--- src/rtl/uart_tx_pkg.sv ---
package uart_tx_pkg;

    typedef enum logic [2:0] {
        TX_IDLE,
        TX_START,
        TX_SHIFT,
        TX_PARITY,
        TX_STOP1,
        TX_STOPH,
        TX_STOP2
    } tx_state_e;

    localparam logic [1:0] STOP_ONE_HALF = 2'b01;
    localparam logic [1:0] STOP_TWO      = 2'b10;
    localparam logic [1:0] PAR_ODD       = 2'b01;

endpackage

--- src/rtl/uart_tx_bit_timer.sv ---
module uart_tx_bit_timer #(
    parameter int OVERSAMPLE = 16
) (
    input  logic clk,
    input  logic rst_n,
    input  logic active,
    input  logic half,
    input  logic tick,
    output logic bit_end
);
    localparam int CNT_W = $clog2(OVERSAMPLE);
    localparam logic [CNT_W-1:0] FULL_LAST = CNT_W'(OVERSAMPLE - 1);
    localparam logic [CNT_W-1:0] HALF_LAST = CNT_W'(OVERSAMPLE / 2 - 1);

    logic [CNT_W-1:0] cnt_q;

    assign bit_end = active && tick && (cnt_q == (half ? HALF_LAST : FULL_LAST));

    always_ff @(posedge clk or negedge rst_n) begin
        if (!rst_n) begin
            cnt_q <= '0;
        end else if (!active) begin
            cnt_q <= '0;
        end else if (tick) begin
            cnt_q <= bit_end ? '0 : cnt_q + 1'b1;
        end
    end
endmodule

--- src/rtl/uart_tx_parity.sv ---
module uart_tx_parity #(
    parameter int DATA_W = 8,
    parameter int IDX_W  = 4
) (
    input  logic [DATA_W-1:0] data,
    input  logic [IDX_W-1:0]  nbits,
    input  logic              odd,
    output logic              par_bit
);
    always_comb begin
        logic acc;
        acc = odd;
        for (int i = 0; i < DATA_W; i++) begin
            if (i < int'(nbits)) begin
                acc = acc ^ data[i];
            end
        end
        par_bit = acc;
    end
endmodule

--- src/rtl/uart_tx_engine.sv ---
module uart_tx_engine
    import uart_tx_pkg::*;
#(
    parameter int DATA_W     = 8,
    parameter int OVERSAMPLE = 16
) (
    input  logic              clk,
    input  logic              rst_n,
    input  logic              os_tick,
    input  logic              run_n,
    input  logic [1:0]        cfg_wlen,
    input  logic [1:0]        cfg_par,
    input  logic [1:0]        cfg_stop,
    input  logic              q_empty,
    input  logic [DATA_W-1:0] q_data,
    output logic              tx,
    output logic              q_pop,
    output logic              frame_done
);
    localparam int IDX_W = $clog2(DATA_W + 1);

    tx_state_e         state_q, state_d;
    logic [DATA_W-1:0] shr_q;
    logic [IDX_W-1:0]  idx_q;
    logic [IDX_W-1:0]  nbits_q;
    logic [IDX_W-1:0]  nbits_d;
    logic              par_en_q;
    logic              par_bit_q;
    logic              par_bit_d;
    logic [1:0]        stop_q;
    logic              bit_end;
    logic              start_go;
    logic              frame_end;
    logic              load;
    logic              last_data;

    assign start_go  = !q_empty && !run_n;
    assign nbits_d   = IDX_W'(DATA_W) - IDX_W'(cfg_wlen);
    assign last_data = (idx_q == nbits_q - IDX_W'(1));
    assign load      = start_go && ((state_q == TX_IDLE) || frame_end);

    uart_tx_bit_timer #(
        .OVERSAMPLE(OVERSAMPLE)
    ) u_timer (
        .clk    (clk),
        .rst_n  (rst_n),
        .active (state_q != TX_IDLE),
        .half   (state_q == TX_STOPH),
        .tick   (os_tick),
        .bit_end(bit_end)
    );

    uart_tx_parity #(
        .DATA_W(DATA_W),
        .IDX_W (IDX_W)
    ) u_parity (
        .data   (q_data),
        .nbits  (nbits_d),
        .odd    (cfg_par == PAR_ODD),
        .par_bit(par_bit_d)
    );

    // end of the last stop period of a frame
    always_comb begin
        frame_end = 1'b0;
        unique case (state_q)
            TX_STOP1:          frame_end = bit_end && (stop_q != STOP_ONE_HALF) && (stop_q != STOP_TWO);
            TX_STOPH, TX_STOP2: frame_end = bit_end;
            default:           frame_end = 1'b0;
        endcase
    end

    always_comb begin
        state_d = state_q;
        unique case (state_q)
            TX_IDLE:   if (start_go) state_d = TX_START;
            TX_START:  if (bit_end) state_d = TX_SHIFT;
            TX_SHIFT:  if (bit_end && last_data) state_d = par_en_q ? TX_PARITY : TX_STOP1;
            TX_PARITY: if (bit_end) state_d = TX_STOP1;
            TX_STOP1: begin
                if (bit_end) begin
                    if (stop_q == STOP_ONE_HALF)  state_d = TX_STOPH;
                    else if (stop_q == STOP_TWO)  state_d = TX_STOP2;
                    else                          state_d = start_go ? TX_START : TX_IDLE;
                end
            end
            TX_STOPH, TX_STOP2: if (bit_end) state_d = start_go ? TX_START : TX_IDLE;
            default:   state_d = TX_IDLE;
        endcase
    end

    always_ff @(posedge clk or negedge rst_n) begin
        if (!rst_n) state_q <= TX_IDLE;
        else        state_q <= state_d;
    end

    always_ff @(posedge clk or negedge rst_n) begin
        if (!rst_n) begin
            shr_q     <= '0;
            idx_q     <= '0;
            nbits_q   <= IDX_W'(DATA_W);
            par_en_q  <= 1'b0;
            par_bit_q <= 1'b0;
            stop_q    <= '0;
        end else if (load) begin
            shr_q     <= q_data;
            idx_q     <= '0;
            nbits_q   <= nbits_d;
            par_en_q  <= !cfg_par[1];
            par_bit_q <= par_bit_d;
            stop_q    <= cfg_stop;
        end else if (state_q == TX_SHIFT && bit_end) begin
            shr_q <= shr_q >> 1;
            idx_q <= idx_q + 1'b1;
        end
    end

    always_comb begin
        unique case (state_q)
            TX_START:  tx = 1'b0;
            TX_SHIFT:  tx = shr_q[0];
            TX_PARITY: tx = par_bit_q;
            default:   tx = 1'b1;
        endcase
        q_pop      = load;
        frame_done = frame_end;
    end
endmodule


--- config.mk ---
export PLATFORM = sky130hd
export DESIGN_NAME = uart_tx_engine
export DESIGN_NICKNAME = d
export VERILOG_FILES = /design/src/rtl/uart_tx_pkg.sv /design/src/rtl/uart_tx_bit_timer.sv /design/src/rtl/uart_tx_parity.sv /design/src/rtl/uart_tx_engine.sv
export SDC_FILE = /design/constraint.sdc
export NUM_CORES = 1
export LEC_CHECK = 0
export ABC_AREA = 1
export CAP_MARGIN = 20
export CELL_PAD_IN_SITES_DETAIL_PLACEMENT = 2
export CELL_PAD_IN_SITES_GLOBAL_PLACEMENT = 2
export CORE_MARGIN = 5
export CORE_UTILIZATION = 30
export CTS_CLUSTER_SIZE = 28
export DETAILED_ROUTE_END_ITERATION = 12
export PLACE_DENSITY = 0.76
export SETUP_SLACK_MARGIN = 0.3
export SYNTH_ARGS = -nofsm -noshare
export SYNTH_HDL_FRONTEND = slang
export SYNTH_SLANG_ARGS = --single-unit
--- constraint.sdc ---
create_clock -name clk -period 2.32 [get_ports clk]
set_clock_uncertainty 0.1 [all_clocks]
set_input_delay 0.464 -clock clk [delete_from_list [all_inputs] [get_ports clk]]
set_output_delay 0.464 -clock clk [all_outputs]
set_load 0.03 [all_outputs]
# Yosys cells after proc, flatten, opt, wreduce, memory -nomap -nowiden
# Index checks and enable logic that the tools add are counted.
# op_classes
add_sub_neg	4
order_cmp	8
n_eq_ne	20
muxes	29
n_bitwise	8
n_reduce_logical	17
# op_table
cell	n
$mux 3	9
$mux 4	6
$pmux 3 s6	1
$lt 3x4->1 const A	4
$mux 8	2
$ne 2x2->1 const B	8
$eq 3x3->1 const B	3
$mux 1	9
$add 4x1->4 const B	2
$eq 4x4->1	2
$logic_and 1x1->1	8
$lt 1x4->1 const A	2
$lt 2x4->1 const A	2
$xor 1x1->1	8
$eq 3x2->1 const B	2
$reduce_and 6->1	1
$eq 2x1->1 const B	2
$sub 4x1->4 const B	1
$sub 4x2->4 const A	1
$eq 3x1->1 const B	1
$logic_not 1->1	3
$logic_not 3->1	1
$pmux 1 s3	1
$reduce_bool 3->1	1
other kinds (6)	6
# word_totals
ff_bits	27
inputBits	19
out_inout_bits	3
wordCells	94

# Logic depth before layout (Yosys ltp)
# Gate-level depths: netlist of the first run.
# depth
word_depth	17
depth_mapped	13
mapped_depth_nobuf	13

# Hierarchy
# A second synthesis of the first run with hierarchy kept.
# unflattened
cells_unflattened	275
hier_area_um2	1883.1
# by_module_without_submodules
module	instances	cells_each	area_per_inst_um2	seq_area_each_um2
uart_tx_engine	1	187	1398.8	576.8
uart_tx_parity	1	57	247.7	0.0
uart_tx_bit_timer	1	31	236.5	100.1

# Least setup slack after synthesis of the first run
# No wires, ideal clock.
# synth_timing
kind	reg-to-output
start	register u_timer.cnt_q[0]
end	output port q_pop
t_arrival_ns	1.307
t_required_ns	1.756
setup_slack_ns	0.449
stages_incl_launch_ff	9
n_path_buf	1
cell_sequence	dfrtp_1 -> ha_1 -> nand2_1 -> nor2_1 -> nand2_2 -> inv_2 -> nand3_4 -> a21boi_2 -> buf_6
# synth_between
elab_chain_cells	7
# synth_rtl
item	line	text
start: declaration	uart_tx_bit_timer.sv:15	logic [CNT_W-1:0] cnt_q;
start signal: assignment	uart_tx_bit_timer.sv:25	cnt_q <= bit_end ? '0 : cnt_q + 1'b1;
$eq 4x4->1 (*)	uart_tx_bit_timer.sv:17	assign bit_end = active && tick && (cnt_q == (half ? HALF_LAST : FULL_LAST));
$logic_and 1x1->1 (*)	uart_tx_bit_timer.sv:17	
$logic_and 1x1->1 (2 in series)	uart_tx_engine.sv:67	TX_STOP1: frame_end = bit_end && (stop_q != STOP_ONE_HALF) && (stop_q != STOP_TWO);
$pmux 1 s2 (*)	uart_tx_engine.sv:66	unique case (state_q)
$logic_or 1x1->1 (*)	uart_tx_engine.sv:40	assign load = start_go && ((state_q == TX_IDLE) || frame_end);
$logic_and 1x1->1 (*)	uart_tx_engine.sv:40	
end: declaration	uart_tx_engine.sv:17	output logic q_pop,
# Mark *: on every way between the ends. The rest lies on a longest branch, timed or not.

# Worst setup path in the final report of the first run
# layout_timing
start	register stop_q[1]
end	output port q_pop
# layout_between
elab_chain_cells	6
word_cells_on_any_way	7
cone_classes	eq/ne (2); mux (1); reduce/logical (4)
# layout_rtl
item	line	text
start: declaration	uart_tx_engine.sv:30	logic [1:0] stop_q;
start signal: assignment	uart_tx_engine.sv:111	stop_q <= cfg_stop;
$ne 2x1->1	uart_tx_engine.sv:67	
$logic_and 1x1->1	uart_tx_engine.sv:67	
$logic_and 1x1->1 (*)	uart_tx_engine.sv:67	
$pmux 1 s2 (*)	uart_tx_engine.sv:66	
$logic_or 1x1->1 (*)	uart_tx_engine.sv:40	
$logic_and 1x1->1 (*)	uart_tx_engine.sv:40	
# Marked as above.

==> impl_metrics.tcl, run 1 <==
set metrics [dict create \
    ys.flop_type "dfrtp_1" \
    setup-violations-final 0 \
    slew_headroom_pct 74.6 \
    final-instance-count-excl-fill 409 \
    die_height_um 91.8 \
    vias 2042 \
    p_per_area_nw_per_um2 985 \
    cts.hold.buffers_added 0 \
    synth_area_leaders "dfrtp_1, nand2_1, nand3_1" \
    cp_data_required_time_ps 1760 \
    cts_tree "done" \
    ys_types 31 \
    reg2reg_depth 14 \
    min_path_type "flop to flop" \
    grt_pass1_vias 2114 \
    overflow 0 \
    cts_buffers 3 \
    areaGrowthSynthToFinish_pct 37.5 \
    fin_util_pct 43.0 \
    hpwl_um 4570 \
    seqCellArea_sq_um 679 \
    grt_max_degree 28 \
    p_int_mw 1.42 \
    tns_ps 0 \
    drtAntennaViolNets 0 \
    synth_cells 281 \
    clk_pin_slew_ps 90 \
    place_inst 384 \
    clock_latency_ps 280 \
    synth_common_cells "nand2_1, nand3_1, inv_1" \
    power_frac_clock_pct 10.5 \
    synth_fp_nets 309 \
    fp.dieArea_sq_um 8430 \
    initial_utilization_pct 31.2 \
    max_cap_viol_count 0 \
    drt-initial-drc-count 46 \
    seq_power_share_pct 31.1 \
    rows 29 \
    fmax_mhz 460 \
    portBuffers 21 \
    nFillCells 742 \
    synth.largest_area_cell "dfrtp_1" \
    crit_type "flop to output pin" \
    hold_depth 2 \
    antenna_found_initial 0 \
    end_kind "output pin" \
    p_switching_mw 1.29 \
    cts-root-buf "clkbuf_8" \
    grt_pass1_wl_um 10100 \
    synth_warnings 0 \
    place.gp.congestion 0.758 \
    synth_seq_cells 27 \
    synth_edf_count 0 \
    comb_power_share_pct 58.4 \
    drive_above_1_share_pct 30.7 \
    die_w_um 91.8 \
    syn_area_per_cell_sq_um 7.14 \
    swShare_pct 47.6 \
    core-area_sq_um 6420 \
    power_leakage_nw 1.36 \
    tightest_slew_ps 381 \
    ctsLongestPathBuffers 2 \
    wl_per_cell_um 17.3 \
    seq_area_frac_synth_pct 33.7 \
    nets 361 \
    cp_max_fo 3 \
    rsz0062_at_grt "yes" \
    peakVddDrop_mv 0.276 \
    fin_crit_sh_pct 93.6 \
    grt_use_total_pct 14.6 \
    synth_top_area_share_pct 32.4 \
    status "complete, no violations" \
    diodes 0 \
    cts_max_level 1 \
    cts_sinks 27 \
    async_flop_share_pct 100 \
    pin_count 22 \
    multi_input_area_sq_um 1320 \
    min_period_ps 2170 \
    hold_viol 0 \
    arrival_ps 1610 \
    synth.cell_area_sq_um 2010 \
    drc 0 \
    detail_route.first_pass.iterations 4 \
    viasPerCell 4.99 \
    finalMaxSlewViolations 0 \
    drt-total-wl_um 7100 \
    critPathLaunchType "flop" \
    synthMostInstantiatedCell "nand2_1" \
]
[sequential cells by signal, summed over array words and instances (netlist names)]
name           cells
stop_q             2
shr_q              8
par_bit_q          1
u_timer.cnt_q      4
nbits_q            4
idx_q              4
state_q            3
par_en_q           1
[path summary, 6_finish.rpt]
path                       startpoint         end  slack, ps
min reg2reg                 par_bit_q   par_bit_q        430
max reg2reg                 stop_q[1]    shr_q[2]        280
min in group asynchronous       rst_n    shr_q[6]        460
max                         stop_q[1]       q_pop        150
max in group asynchronous       rst_n  state_q[0]       1340
min                         par_bit_q   par_bit_q        430
[routing by layer]
| layer | vias to the layer above | wire length [um] | track usage, % |
|---|---|---|---|
| li1 | 996 | - | - |
| met1 | 1015 | 3190 | 19.4 |
| met2 | 23 | 3670 | 25.7 |
| met3 | 8 | 172 | 1.72 |
| met4 | 0 | 64 | 2.97 |
| met5 | - | 0 | 0 |
[power groups by stage]
stage | Sequential [mW] | Combinational, mW | Clock, mW
global route | 0.867 | 1.76 | 0.316
CTS | 0.813 | 1.25 | 0.292
floorplan | 0.746 | 0.924 | 0
detailed placement | 0.823 | 1.19 | 0
global placement | 0.809 | 1.13 | 0
finish | 0.845 | 1.59 | 0.284
[repair_timing]
| action | in CTS | in global routing |
|---|---|---|
| pin swaps | 8 | 19 |
| setup endpoints to repair | 3 | 21 |
| gates resized for setup | 12 | 52 |
| cloned | 0 | 4 |
| buffers inserted | 8 | 9 |
[cells in the final DEF, fill, tap and decap left out, drive strengths merged]
| cell type | instances |
|---|---|
| xnor2 | 1 |
| xor2 | 2 |
| o311ai | 1 |
| nand3b | 3 |
| dlymetal6s2s | 2 |
| a21oi | 2 |
| a21boi | 1 |
| nand3 | 38 |
| nor2 | 19 |
| dlygate4sd2 | 1 |
| o31ai | 2 |
| nor3 | 2 |
| dfstp | 1 |
| buf | 32 |
| nand2 | 110 |
| or2 | 1 |
| inv | 39 |
| o21ai | 16 |
| clkbuf | 4 |
| nand4 | 4 |
| clkinv | 1 |
| ha | 9 |
| dfrtp | 26 |
| clkdlybuf4s50 | 15 |
[logic make-up after synthesis]
kind of cell | after synthesis | share of synthesized area, %
buf+inv | 47 | 11.9
flops | 27 | 33.7
fa+ha+maj | 9 | 5.61
xor+xnor | 3 | 1.31
simple gates | 173 | 41.0
compound gates | 22 | 6.42
[worst max-delay path, cell delays in order (launching register included)]
cell and delay, ps:
dfrtp_1 430, inv_2 80, ha_4 170, nor2_4 100, nand3_2 80, nand2_2 80
nand3_4 90, a21boi_4 150, buf_6 150
[metrics by stage]
| step | setup slack [ps] | area [sq um] | power [mW] | hold slack, ps |
|---|---|---|---|---|
| 2_1_floorplan | 449 | 2010 | 1.67 | 68.4 |
| 3_3_place_gp | 17.4 | 2330 | 1.94 | 385 |
| 3_5_place_dp | 2.78 | 2330 | 2.01 | 395 |
| 4_1_cts | 114 | 2450 | 2.35 | 420 |
| 5_1_grt | 38.7 | 2760 | 2.94 | 438 |
| 6_report | 148 | 2760 | 2.72 | 426 |
[layout make-up]
class | instances | area share (%)
clock buffer | 3 | 1.50
timing repair buffer | 51 | 17.0
tap | 77 | 3.49
inverter | 39 | 5.58
multi-input combinational | 211 | 47.7
clock inverter | 1 | 0.181
sequential | 27 | 24.6
Power figures use the tool's default switching activity.
==> inputs of run 2 (changes only) <==
--- a/config.mk
+++ b/config.mk
@@ -14,7 +14,7 @@
 export CTS_CLUSTER_SIZE = 28
 export DETAILED_ROUTE_END_ITERATION = 12
 export PLACE_DENSITY = 0.76
-export SETUP_SLACK_MARGIN = 0.3
+export SETUP_SLACK_MARGIN = 0.5
 export SYNTH_ARGS = -nofsm -noshare
 export SYNTH_HDL_FRONTEND = slang
 export SYNTH_SLANG_ARGS = --single-unit
==> run 2 against run 1 <==
Effect of this change:
- global-route usage is 1.5 points higher
- non-clock buffer count is 9 higher
- combinational power is 15% higher
- critical path type unchanged
- critical endpoint is now frame_done
- highest routed layer unchanged
==> impl_metrics.tcl, run 2 (same netlist as run 1, synthesis figures left out) <==
set metrics [dict create \
    grt_use_total_pct 16.1 \
    min_path_type "flop to flop" \
    antenna_found_initial 0 \
    place_ws_ps 5.44 \
    drc 0 \
    nets 370 \
    viasPerCell 5.08 \
    cts_sinks 27 \
    wl_per_cell_um 20.2 \
    cts.hold.buffers_added 0 \
    hpwl_um 4560 \
    arrival_ps 1710 \
    clk_pin_slew_ps 110 \
    initial_utilization_pct 31.2 \
    cts_max_level 1 \
    slew_headroom_pct 71.0 \
    cp_max_fo 6 \
    rsz0062_at_grt "yes" \
    met2_length_um 4710 \
    design_area_sq_um 2830 \
    vias 2124 \
    final_common_cell "nand2_1" \
    cts_tree "done" \
    drt-initial-drc-count 65 \
    min_period_ps 2280 \
    setup-violations-final 0 \
    status "complete, no violations" \
    fmax_mhz 439 \
    drtAntennaViolNets 0 \
    grt_pass1_vias 2264 \
    overflow 0 \
    tightest_slew_ps 430 \
    top_layer "met4" \
    p_total_mw 2.95 \
    p_per_area_nw_per_um2 1040 \
    cp_data_required_time_ps 1760 \
    cts_buffers 3 \
    largest_register_ffs 8 \
    top_register "shr_q" \
    met1_length_um 3410 \
    layout_common_cells "nand2_1, inv_1, buf_4" \
    max_cap_viol_count 0 \
    core-area_sq_um 6420 \
    crit_type "flop to output pin" \
    cts-root-buf "clkbuf_8" \
    finalMaxSlewViolations 0 \
    critPathLaunchType "flop" \
    detail_route.first_pass.iterations 4 \
    fin_crit_sh_pct 98.2 \
    peakVddDrop_mv 0.499 \
    worst_slack_ps 42.7 \
    drt-total-wl_um 8440 \
    die_height_um 91.8 \
    grt_pass1_wl_um 11100 \
    place.gp.congestion 0.776 \
    power_leakage_nw 1.41 \
    drive_above_1_share_pct 29.6 \
    pin_count 22 \
    grt_max_degree 28 \
    diodes 0 \
    portBuffers 21 \
    hold_viol 0 \
    clock_latency_ps 290 \
    end_kind "output pin" \
    wl_met3_um 220 \
    areaGrowthSynthToFinish_pct 41.1 \
    placed_area_sq_um 2330 \
    die_w_um 91.8 \
    ctsLongestPathBuffers 2 \
    rows 29 \
    fp.dieArea_sq_um 8430 \
]
## run 2: per-stage QoR
step,setup TNS [ps],instances,util (%),hold slack (ps)
global placement,0,384,36.2,377
detailed placement,0,384,36.2,375
finish,0,418,44.1,436
CTS,0,405,39.7,403
global route,-59.6,418,44.1,478
floorplan,0,281,-,68.4
## run 2: repair_timing
action                     4_1_cts  5_1_grt
setup endpoints to repair       26       26
gates cloned                     0        4
gates resized for setup         26       36
buffers inserted                17        9
pin swaps                       12       25
## run 2: final cells by class
type | instances | area, sq um
Fill cell | 733 | 3590
Multi-Input combinational cell | 211 | 1310
Sequential cell | 27 | 679
Timing Repair Buffer | 60 | 551
Inverter | 39 | 156
Tap cell | 77 | 96.3
Clock buffer | 4 | 45.0
## run 2: routing by layer
layer,vias up,track usage [%]
met2,40,30.7
met4,0,3.96
met1,1064,19.5
li1,1012,-
met5,-,0
met3,8,1.23
## run 2: final timing paths
check / from / endpoint / slack (ps) / cells after the start
max reg2reg: state_q[1] / shr_q[0] / 260 / 14
min reg2reg: shr_q[7] / shr_q[7] / 440 / 2
max: state_q[1] / frame_done / 40 / 10
min in group asynchronous: rst_n / shr_q[7] / 480 / 2
max in group asynchronous: rst_n / nbits_q[3] / 1310 / 2
min: shr_q[7] / shr_q[7] / 440 / 2
## run 2: critical path: stages (launching register included)
cell and delay [ps]:
dfrtp_2 460, buf_6 140, nor2_8 130, buf_12 120, nand2_8 60, nand2_4 80, inv_4 40, nand3_4 100
buf_4 120, inv_2 30, buf_6 120
## run 2: where the power goes
part           leakage, nW  total (mW)  switching (mW)  internal, mW
clock network       0.0228       0.306           0.182         0.124
registers            0.337       0.817           0.160         0.658
logic                 1.05        1.83            1.08         0.752
total                 1.41        2.95            1.42          1.53
==> inputs of run 3 (changes only) <==
--- a/config.mk
+++ b/config.mk
@@ -10,11 +10,12 @@
 export CELL_PAD_IN_SITES_DETAIL_PLACEMENT = 2
 export CELL_PAD_IN_SITES_GLOBAL_PLACEMENT = 2
 export CORE_MARGIN = 5
-export CORE_UTILIZATION = 30
+export CORE_UTILIZATION = 29
 export CTS_CLUSTER_SIZE = 28
 export DETAILED_ROUTE_END_ITERATION = 12
-export PLACE_DENSITY = 0.76
+export PLACE_DENSITY = 0.77
 export SETUP_SLACK_MARGIN = 0.5
+export SKIP_LAST_GASP = 1
 export SYNTH_ARGS = -nofsm -noshare
 export SYNTH_HDL_FRONTEND = slang
 export SYNTH_SLANG_ARGS = --single-unit
==> constraint.sdc (replaced) <==
create_clock -name clk -period 1.9 [get_ports clk]
set_clock_uncertainty 0.1 [all_clocks]
set_input_delay 0.38 -clock clk [delete_from_list [all_inputs] [get_ports clk]]
set_output_delay 0.38 -clock clk [all_outputs]
set_load 0.03 [all_outputs]
==> run 3 against run 2 <==
Effect of this change:
- the flow now finishes with violations (negative setup slack)
- via count up 11%
- combinational power grew 56%
- cell area is 15% higher
- register-to-register slack lost 530 ps
- critical path depth shrank 2
- non-clock buffer count rose by 16
- clock power grew 29%
- die area up 3.1%
- largest cell class unchanged
- largest power group unchanged
==> impl_metrics.tcl, run 3 (same netlist as run 1, synthesis figures left out) <==
set metrics [dict create \
    status "complete, but fails checks" \
    violations "negative setup slack" \
    final-instance-count-excl-fill 437 \
    placed_area_sq_um 2520 \
    hold_ws_ps 381 \
    cts_max_level 1 \
    vias 2368 \
    cts_tree "done" \
    die_height_um 93.2 \
    rsz0062_at_grt "yes" \
    end_kind "output pin" \
    drc 0 \
    place.gp.congestion 0.769 \
    top_register "shr_q" \
    tightest_slew_ps 466 \
    arrival_ps 1770 \
    layout_common_cells "nand2_1, buf_4, inv_1" \
    drive_above_1_share_pct 44.3 \
    finalMaxSlewViolations 0 \
    die_w_um 93.2 \
    max_cap_viol_count 0 \
    drtAntennaViolNets 0 \
    areaGrowthSynthToFinish_pct 61.8 \
    wl_per_cell_um 25.6 \
    critPathBufInv 2 \
    clock_latency_ps 310 \
    place_inst 402 \
    max_stage_delay_ps 440 \
    min_path_type "input pin to asynchronous set/reset pin" \
    largest_register_ffs 8 \
    crit_type "flop to output pin" \
    slew_headroom_pct 68.5 \
    fin_crit_sh_pct 119 \
    crit_family "flip-flops" \
    fmax_mhz 444 \
    design_area_sq_um 3250 \
    core-area_sq_um 6760 \
    nets 386 \
    hpwl_um 5140 \
    drt-total-wl_um 11200 \
    portBuffers 21 \
    slowest_stage "dfrtp_1" \
    grt_max_degree 28 \
    hold_viol 0 \
    fp.dieArea_sq_um 8680 \
    crit_chain "ha_4 -> nand2_2 -> nor2_4 -> nand2_4 -> inv_4 -> nand3_4 -> a21boi_4 -> buf_6" \
    final_common_cell "nand2_1" \
    critPathLaunchType "flop" \
    cts-root-buf "clkbuf_8" \
    cts_buffers 3 \
    p_per_area_nw_per_um2 1330 \
    rows 30 \
    viasPerCell 5.42 \
    worst_slack_ps -355 \
    cp_max_fo 3 \
    min_period_ps 2250 \
    nFillCells 719 \
    power_leakage_nw 1.55 \
    grt_pass1_vias 2598 \
    detail_route.first_pass.iterations 4 \
    grt_pass1_wl_um 14700 \
    peakVddDrop_mv 0.521 \
    r2r-start "u_timer.cnt_q[0]" \
    antenna_found_initial 0 \
    diodes 0 \
    startpoint "u_timer.cnt_q[0]" \
    setup-violations-final 25 \
    grt_use_total_pct 22.3 \
    overflow 0 \
    pin_count 22 \
    drt-initial-drc-count 76 \
    cts_sinks 27 \
    initial_utilization_pct 29.7 \
    clk_pin_slew_ps 130 \
    cp_data_required_time_ps 1420 \
    ctsLongestPathBuffers 2 \
]
==> run 3: cell types whose count changed in the layout (fill, tap and decap cells not counted), sizes merged <==
cell           delta
buf              +16
clkdlybuf4s50     +2
clkinvlp          +1
clkbuf            -1
dlygate4sd2       -2
==> run 3: per-layer routing <==
layer	share of wire [%]	vias up	GRT usage [%]	wire, um
li1	-	1045	-	-
met1	40	1217	26.4	4500
met2	52	79	41.2	5860
met3	4.1	27	2.33	455
met4	3.2	0	8.55	359
met5	0	-	0	0
==> run 3: path summary, 6_finish.rpt <==
path | to | slack, ps | cells past startpoint
worst max register to register | idx_q[0] | -270 | 13
max in group asynchronous | state_q[0] | 990 | 2
worst max-delay path | q_pop | -350 | 8
worst min-delay path | shr_q[3] | 380 | 2
min in group clk | nbits_q[3] | 460 | 2
worst min register to register | nbits_q[3] | 460 | 2
==> run 3: layout make-up <==
cell class                 instances  area (sq um)  area share (%)
clock inverter                     1          7.51           0.231
tap                               80           100            3.08
clock buffer                       3          41.3            1.27
inverter                          39           164            5.05
multi-input combinational        211          1530            47.1
sequential                        27           679            20.9
timing repair buffer              76           726            22.3
==> run 3: worst register-to-register path, stage by stage (launching register included) <==
cell	delay, ps
dfrtp_1	440
ha_4	190
nand2_2	80
nor2_4	140
nand2_4	80
inv_4	80
nand3_4	110
buf_4	160
buf_4	120
buf_6	130
nand2_8	150
nand2_8	130
nand3_2	90
nand2_2	70
==> run 3: stage by stage <==
| step | setup TNS (ps) | utilization (%) | worst slack (ps) | total power, mW |
|---|---|---|---|---|
| 2_1_floorplan | 0 | - | 116 | 2.08 |
| 3_3_place_gp | -3310 | 37.3 | -187 | 2.53 |
| 3_5_place_dp | -4730 | 37.3 | -284 | 2.65 |
| 4_1_cts | -734 | 43.4 | -226 | 3.53 |
| 5_1_grt | -7260 | 48.1 | -397 | 4.53 |
| 6_report | -5830 | 48.1 | -355 | 4.32 |
==> run 3: what timing repair did <==
action | 4_1_cts | 5_1_grt
buffers inserted | 12 | 14
pin swaps | 12 | 24
setup endpoints to repair | 29 | 29
gates resized for setup | 66 | 59
endpoints found under the hold margin | 0 | 0
hold buffers | 0 | 0
cloned | 5 | 0
==> run 3: power by group <==
group / switching, mW / leakage (nW) / total, mW / internal [mW]
clock network: 0.244 / 0.0217 / 0.395 / 0.151
registers: 0.281 / 0.337 / 1.08 / 0.802
logic: 1.65 / 1.19 / 2.85 / 1.20
